### src/rtl/route_pkg.sv
package route_pkg;

  // Build-time routing variants
  localparam int MODE_ABS    = 0;
  localparam int MODE_OFS    = 1;
  localparam int MODE_STREET = 2;

  // Output port numbering
  localparam int P_XP   = 0;
  localparam int P_XN   = 1;
  localparam int P_YP   = 2;
  localparam int P_YN   = 3;
  localparam int P_LOC0 = 4;

  typedef enum logic [1:0] {
    FK_BODY   = 2'b00,
    FK_TAIL   = 2'b01,
    FK_HEAD   = 2'b10,
    FK_SINGLE = 2'b11
  } flit_kind_e;

endpackage

### src/rtl/rdec_rst_sync.sv
module rdec_rst_sync (
  input  logic clk,
  input  logic arst_n,
  output logic rst_sync_n
);

  logic stage_q;

  always_ff @(posedge clk or negedge arst_n) begin
    if (!arst_n) begin
      stage_q    <= 1'b0;
      rst_sync_n <= 1'b0;
    end else begin
      stage_q    <= 1'b1;
      rst_sync_n <= stage_q;
    end
  end

endmodule

### src/rtl/rdec_onehot.sv
module rdec_onehot #(
  parameter int IW    = 4,
  parameter int NPORT = 7
) (
  input  logic [IW-1:0]    idx,
  output logic [NPORT-1:0] oh
);

  // an index outside 0..NPORT-1 matches no port and yields all zeros
  for (genvar p = 0; p < NPORT; p++) begin : g_port
    assign oh[p] = (idx == IW'(p));
  end

endmodule

### src/rtl/rdec_axis.sv
module rdec_axis #(
  parameter int CW     = 4,
  parameter bit OFFSET = 1'b0
) (
  input  logic signed [CW:0] delta,
  input  logic [CW-1:0]      field,
  output logic               pos,
  output logic               neg,
  output logic [CW-1:0]      next_field
);

  assign neg = delta[CW];
  assign pos = !delta[CW] && (delta != '0);

  if (OFFSET) begin : g_step
    // hop count moves one step towards zero
    always_comb begin
      if (pos)      next_field = field - CW'(1);
      else if (neg) next_field = field + CW'(1);
      else          next_field = field;
    end
  end else begin : g_keep
    assign next_field = field;
  end

endmodule

### src/rtl/rdec_street.sv
module rdec_street #(
  parameter int AW            = 8,
  parameter int PIW           = 3,
  parameter int PW            = 30,
  parameter int STRAIGHT_PORT = 0
) (
  input  logic [PW-1:0] pay,
  input  logic [AW-1:0] node,
  output logic [PIW:0]  port_idx,
  output logic [PW-1:0] next_pay
);

  localparam int EW = AW + PIW;
  localparam int IW = PIW + 1;

  logic hit;

  assign hit = (pay[AW-1:0] == node);

  always_comb begin
    if (hit) begin
      port_idx = {1'b0, pay[EW-1:AW]};
      next_pay = pay >> EW;
    end else begin
      port_idx = IW'(STRAIGHT_PORT);
      next_pay = pay;
    end
  end

endmodule

### src/rtl/route_decoder.sv
module route_decoder import route_pkg::*; #(
  parameter int FW            = 32,
  parameter int CW            = 4,
  parameter int NLOCAL        = 3,
  parameter int MODE          = MODE_STREET,
  parameter int STRAIGHT_PORT = P_XP,
  localparam int NPORT        = 4 + NLOCAL
) (
  input  logic             clk,
  input  logic             rst_n,
  input  logic             in_valid,
  input  logic             in_ready,
  input  logic [FW-1:0]    in_flit,
  input  logic [2*CW-1:0]  node_id,
  output logic [NPORT-1:0] out_req,
  output logic [FW-1:0]    out_flit
);

  localparam int PW  = FW - 2;
  localparam int AW  = 2 * CW;
  localparam int PIW = $clog2(NPORT);
  localparam int IW  = PIW + 1;

  logic             rst_q;
  flit_kind_e       kind;
  logic             is_head;
  logic             is_tail;
  logic             accept;
  logic [PW-1:0]    pay;
  logic [PW-1:0]    new_pay;
  logic [IW-1:0]    dec_idx;
  logic [NPORT-1:0] dec_oh;
  logic [NPORT-1:0] cur_req;
  logic [NPORT-1:0] route_q, route_d;
  logic             open_q, open_d;

  rdec_rst_sync u_rst (
    .clk        (clk),
    .arst_n     (rst_n),
    .rst_sync_n (rst_q)
  );

  assign kind    = flit_kind_e'(in_flit[FW-1:FW-2]);
  assign is_head = (kind == FK_HEAD) || (kind == FK_SINGLE);
  assign is_tail = (kind == FK_TAIL) || (kind == FK_SINGLE);
  assign pay     = in_flit[PW-1:0];
  assign accept  = in_valid && in_ready;

  if (MODE == MODE_STREET) begin : g_street
    rdec_street #(
      .AW            (AW),
      .PIW           (PIW),
      .PW            (PW),
      .STRAIGHT_PORT (STRAIGHT_PORT)
    ) u_street (
      .pay      (pay),
      .node     (node_id),
      .port_idx (dec_idx),
      .next_pay (new_pay)
    );
  end else begin : g_mesh
    localparam int LW = (NLOCAL > 1) ? $clog2(NLOCAL) : 1;

    logic [CW-1:0]    x_f, y_f, nx, ny;
    logic [LW-1:0]    loc_f;
    logic signed [CW:0] dx, dy;
    logic             xp, xn, yp, yn;

    assign x_f   = pay[CW-1:0];
    assign y_f   = pay[2*CW-1:CW];
    assign loc_f = pay[2*CW+LW-1:2*CW];

    if (MODE == MODE_OFS) begin : g_ofs
      assign dx = $signed({x_f[CW-1], x_f});
      assign dy = $signed({y_f[CW-1], y_f});
    end else begin : g_abs
      assign dx = $signed({1'b0, x_f}) - $signed({1'b0, node_id[CW-1:0]});
      assign dy = $signed({1'b0, y_f}) - $signed({1'b0, node_id[2*CW-1:CW]});
    end

    rdec_axis #(.CW(CW), .OFFSET(MODE == MODE_OFS)) u_ax_x (
      .delta      (dx),
      .field      (x_f),
      .pos        (xp),
      .neg        (xn),
      .next_field (nx)
    );

    rdec_axis #(.CW(CW), .OFFSET(MODE == MODE_OFS)) u_ax_y (
      .delta      (dy),
      .field      (y_f),
      .pos        (yp),
      .neg        (yn),
      .next_field (ny)
    );

    // X is settled before Y is touched
    always_comb begin
      if (xp)      dec_idx = IW'(P_XP);
      else if (xn) dec_idx = IW'(P_XN);
      else if (yp) dec_idx = IW'(P_YP);
      else if (yn) dec_idx = IW'(P_YN);
      else         dec_idx = IW'(P_LOC0) + IW'(loc_f);
    end

    assign new_pay = {pay[PW-1:2*CW], ((xp || xn) ? y_f : ny), nx};
  end

  rdec_onehot #(.IW(IW), .NPORT(NPORT)) u_oh (
    .idx (dec_idx),
    .oh  (dec_oh)
  );

  // request and forwarded flit
  always_comb begin
    if (is_head)     cur_req = dec_oh;
    else if (open_q) cur_req = route_q;
    else             cur_req = '0;
    out_req  = in_valid ? cur_req : '0;
    out_flit = is_head ? {in_flit[FW-1:FW-2], new_pay} : in_flit;
  end

  // next state of the packet route
  always_comb begin
    route_d = route_q;
    open_d  = open_q;
    if (is_tail) begin
      open_d = 1'b0;
    end else if (is_head) begin
      open_d  = 1'b1;
      route_d = dec_oh;
    end
  end

  always_ff @(posedge clk or negedge rst_q) begin
    if (!rst_q) begin
      route_q <= '0;
      open_q  <= 1'b0;
    end else if (accept) begin
      route_q <= route_d;
      open_q  <= open_d;
    end
  end

endmodule

### config.mk
export PLATFORM = sky130hd
export DESIGN_NAME = route_decoder
export DESIGN_NICKNAME = d
export VERILOG_FILES = /design/src/rtl/route_pkg.sv /design/src/rtl/rdec_rst_sync.sv /design/src/rtl/rdec_onehot.sv /design/src/rtl/rdec_axis.sv /design/src/rtl/rdec_street.sv /design/src/rtl/route_decoder.sv
export SDC_FILE = /design/constraint.sdc
export NUM_CORES = 1
export LEC_CHECK = 0
export BUFFER_PORTS_ARGS = -buffer_cell sky130_fd_sc_hd__buf_4
export CAP_MARGIN = 20
export CORE_MARGIN = 2
export CORE_UTILIZATION = 49
export DETAILED_ROUTE_END_ITERATION = 10
export GPL_TIMING_DRIVEN = 0
export PLACE_DENSITY = 0.89
export SETUP_SLACK_MARGIN = 0.2
export SKIP_CTS_REPAIR_TIMING = 1
export SYNTH_ARGS = -nofsm -noshare
export SYNTH_HDL_FRONTEND = slang
export SYNTH_HIERARCHICAL = 1
export SYNTH_SLANG_ARGS = --single-unit
### constraint.sdc
create_clock -name clk -period 4.15 [get_ports clk]
set_input_delay 0.2075 -clock clk [delete_from_list [all_inputs] [get_ports clk]]
set_output_delay 0.2075 -clock clk [all_outputs]
set_load 0.01 [all_outputs]
Yosys cells after proc, flatten, opt, wreduce, memory -nomap -nowiden:

Index checks and enable logic that the tools add are counted.
Widths: inputs -> output; s select.

* flip-flop bits (word level): 10
* input bits: 44
* output and inout bits: 39

* equality and inequality tests: 10
* mux-type cells: 8
* bitwise gates (word level): 1
* reduce and logical (&&, ||, !) cells: 7

Operator list (count)
* $mux 30: 2
* $mux 7: 3
* $eq 3x3->1 const B: 3
* $eq 8x8->1: 1
* $eq 3x2->1 const B: 2
* $eq 2x2->1 const B: 2
* $logic_not 4->1: 1
* $eq 3x1->1 const B: 1
* $mux 3: 1
* $reduce_and 3->1: 1
* $eq 2x1->1 const B: 1
* $logic_or 1x1->1: 2
* $mux 1: 2
* $reduce_and 2->1: 1
* $reduce_bool 2->1: 1
* $logic_and 1x1->1: 1
* $not 1->1: 1

Depth between registers and ports, before layout:

* word-level depth: 5
* mapped depth: 6

Cells and area by module:

The synthesis kept the hierarchy.

By module, submodules not included
* route_decoder: times used 1, cells an instance 78, area each 859.6 sq um, seq. area each 200.2 sq um
* rdec_street: times used 1, cells an instance 49, area each 515.5 sq um, seq. area each 0.0 sq um
* rdec_onehot: times used 1, cells an instance 7, area each 70.1 sq um, seq. area each 0.0 sq um
* rdec_rst_sync: times used 1, cells an instance 3, area each 53.8 sq um, seq. area each 50.0 sq um

Worst setup path before layout:

No wires, ideal clock.

* kind: input -> output
* start point: input port node_id[3]
* end point: output port out_req[1]
* arrival time: 1.651 ns
* data required time: 3.943 ns
* path slack: 2.292 ns
* stages on the path: 6
* path through: xor2_1 > nor4_2 > and3_2 > nor4b_1 > nand2_1 > a21boi_0

* longest elaborated chain between the ends: 5

RTL lines
* from (decl): RTL line route_decoder.sv:14 `input logic [2*CW-1:0] node_id,`
* $eq 8x8->1: RTL line rdec_street.sv:18 `assign hit = (pay[AW-1:0] == node);`
* $mux 3: RTL line rdec_street.sv:21 `if (hit) begin`
* via dec_idx[0]: RTL line route_decoder.sv:31 `logic [IW-1:0] dec_idx;`
* $eq 3x1->1: RTL line rdec_onehot.sv:11 `assign oh[p] = (idx == IW'(p));`
* via dec_oh[1]: RTL line route_decoder.sv:32 `logic [NPORT-1:0] dec_oh;`
* $mux 7: RTL line route_decoder.sv:116 `if (is_head) cur_req = dec_oh;`
* $mux 7: RTL line route_decoder.sv:119 `out_req = in_valid ? cur_req : '0;`
* to (decl): RTL line route_decoder.sv:15 `output logic [NPORT-1:0] out_req,`

The timed path passes the listed nets, and every way through them passes these cells.

Worst setup path in the final report:

* start point: input port node_id[3]
* end point: output port out_req[4]

* longest elaborated chain between the ends: 5

RTL lines (RTL line)
* $eq 8x8->1: rdec_street.sv:18
* $mux 3: rdec_street.sv:21
* via dec_idx[2]: route_decoder.sv:31
* $eq 3x3->1: rdec_onehot.sv:11
* via dec_oh[4]: route_decoder.sv:32
* $mux 7: route_decoder.sv:116
* $mux 7: route_decoder.sv:119

The timed path passes the listed nets, and every way through them passes these cells.

==> run metrics <==
TritonCTS clock tree=done; Critical Path Max Stage Delay=0.44 ns; wire per inst=14.90 µm; ant diodes=0; Synth cell types=20; fin worst setup slack=1.885 ns; Core ar.=2978 µm²; Tcrit/Tclk final=0.5458; H-tree depth=1; DRC viols=0; MaxCap Viol Count=0; Routed Antenna Nets=0; Yosys reg bits=10; worst path cell trace=buf_4, xor2_1, nor4_2, and3_2, nor4b_1, nand2_1, a21boi_0, buf_4; FP Rows=20; VDD IR max=0.1174 mV; Clock Latency Late Sink=0.27 ns; largest net degree at the start of global routing=11; critical path's slowest cell=nor4_2; Worst setup EP type=output port; Reg clk slew, reported paths=0.07 ns; fin crit period=2.265 ns; RSZ-0062 raised after global routing=false; final hold vios=0; root buf cell=clkbuf_4; yosys warns=6; kind of critical path=in2out; sw frac=0.2921; vias per cell=5.431; routed wire length=3.800 mm; CP startpoint kind=input port; Max Clock Skew=0.005888 ns; Int Power=265.3 µW; power per cell area=171.3 nW/µm²; clock buffer depth=2; Synth area leader=mux2_2; routed via count=1385; initial antenna violation count=0; logic gate share of total power=0.482; total gr overflow=0; top-area cell type share of the netlist area=0.2780; Worst EP required=3.94 ns; final slew viol count=0; CP Max Fanout=7; share of layout cells above drive strength 1=0.7252; Iteration-0 DRC Markers=29; overall die height=59.31 µm; Seq/Total Area, Yosys=0.1669; Syn Inst Count=137; Net Count, Synth=181; TritonCTS Buffers=3; setup violators final=0; net switching power figure=109.5 µW; Crit path buffers/inverters=2; synth-to-layout area growth=45.91%; GRT Total Usage=0.2268; most used cell, CP=buf_4; die area=3518 µm²; Sequential Power Share=0.280; clock group share of total power=0.238; hpwl dp=3.158 mm; leakage=0.001091 µW; DRT Pass-1 Iters=4; number of global-route vias before repair=1395; largest cells by area after synthesis=mux2_2, mux2_4, dfrtp_1; Inst Count DP=250; I/O pins=83; number of I/O port buffers=80; Chip Width=59.31 µm; first-pass GRT wire length=6.134 mm; fmax=441.5 MHz; synthesized area=1499 µm²; Fin Setup TNS=0 ns; pre-CTS worst setup slack=1.849 ns; routability cong.=0.7876; Syn Area/Cell=10.94 µm²; initial core utilization=0.5034; CP top delay family=simple AND/OR/NAND/NOR gates; Worst Hold Class=reg2async; Clock Sinks=10; WP data arrival=2.06 ns; status=finished clean; NumNets Final=267; final std cells w/o fill=255
-- area by class of cell --
cell class                 count  area, µm²
tap                           33      41.29
timing repair buffer          81      610.6
buffer                        13      108.9
fill                         226      790.8
multi-input combinational    114       1140
clock buffer                   4      36.28
sequential                    10      250.2
-- cell usage in the layout (no fill, tap or decap), drive strengths merged --
cell | netlist | final
nand2 | 8 | 8
nand3b | 7 | 7
a21boi | 7 | 7
nand4b | 1 | 1
and3 | 3 | 3
xor2 | 8 | 8
buf | 11 | 91
nor4 | 3 | 3
nor4b | 3 | 3
and4bb | 3 | 3
dfrtp | 10 | 10
mux2 | 56 | 56
dlygate4sd3 | 0 | 1
clkbuf | 2 | 6
and2 | 11 | 11
a31oi | 2 | 2
conb | 2 | 2
-- layer usage --
metal	GRT usage	routed length, µm
met1	0.2383	1377
met2	0.4521	2185
met3	0.06769	238
met4	0.01623	0
met5	0	0
-- Yosys cell counts (all sizes together) --
master / instances
a21boi: 7
a31oi: 2
and2: 11
and3: 3
and4bb: 3
buf: 11
clkbuf: 2
conb: 2
dfrtp: 10
mux2: 56
nand2: 8
nand3b: 7
nand4b: 1
nor4: 3
nor4b: 3
xor2: 8
-- per-stage QoR --
stage	total power, µW	hold slack [ns]	utilization	cell area (µm²)
6_report	374.8	0.1196	0.7345	2187
5_1_grt	394.2	0.1335	0.7345	2187
4_1_cts	375.0	-0.2938	0.7311	2177
3_5_place_dp	287.5	-0.009181	0.7189	2141
3_3_place_gp	285.0	-0.009728	0.7189	2141
2_1_floorplan	200.5	-0.08809	-	1499
-- worst reg2reg max path, cell delays in order, from the launching register on --
cell and delay (ns):
dfrtp_1 0.33, clkbuf_1 0.29, a31oi_1 0.07, a31oi_1 0.15
-- power groups by stage --
stage               Sequential [µW]  Combinational (µW)  Clock [µW]
finish                          105                 180        89.3
global route                    105                 194        95.2
CTS                             105                 181        88.9
detailed placement              107                 180           0
global placement                107                 178           0
floorplan                       106                94.3           0
-- final timing paths --
| check | startpoint | to | slack [ns] | depth (start not counted) |
|---|---|---|---|---|
| max in group asynchronous | u_rst/rst_sync_n$_DFF_PN0_ | route_q[2]$_DFFE_PN0P_ | 3.79 | 0 |
| setup / recovery | node_id[3] | out_req[4] | 1.88 | 8 |
| hold / removal | u_rst/rst_sync_n$_DFF_PN0_ | open_q$_DFFE_PN0P_ | 0.12 | 0 |
| hold reg to reg | u_rst/rst_sync_n$_DFF_PN0_ | open_q$_DFFE_PN0P_ | 0.12 | 0 |
| setup reg to reg | open_q$_DFFE_PN0P_ | open_q$_DFFE_PN0P_ | 3.23 | 3 |
| min in group clk | in_flit[30] | open_q$_DFFE_PN0P_ | 0.14 | 2 |
-- state kept, by name (all words and copies together), names as in the netlist --
register / cells
u_rst/rst_sync_n: 1
route_q: 7
u_rst/stage_q: 1
open_q: 1
-- cell families (layout without fill, tap and decap cells) --
kind of cell,count (synthesis),after routing,share of synthesized area
buf+inv,13,98,0.07262
mux,56,56,0.4683
xor+xnor,8,8,0.04675
flops,10,10,0.1669
other cells,2,2,0.005010
compound gates,9,9,0.04340
simple gates,39,39,0.1970
No activity file was read; power rests on OpenSTA's default activity.
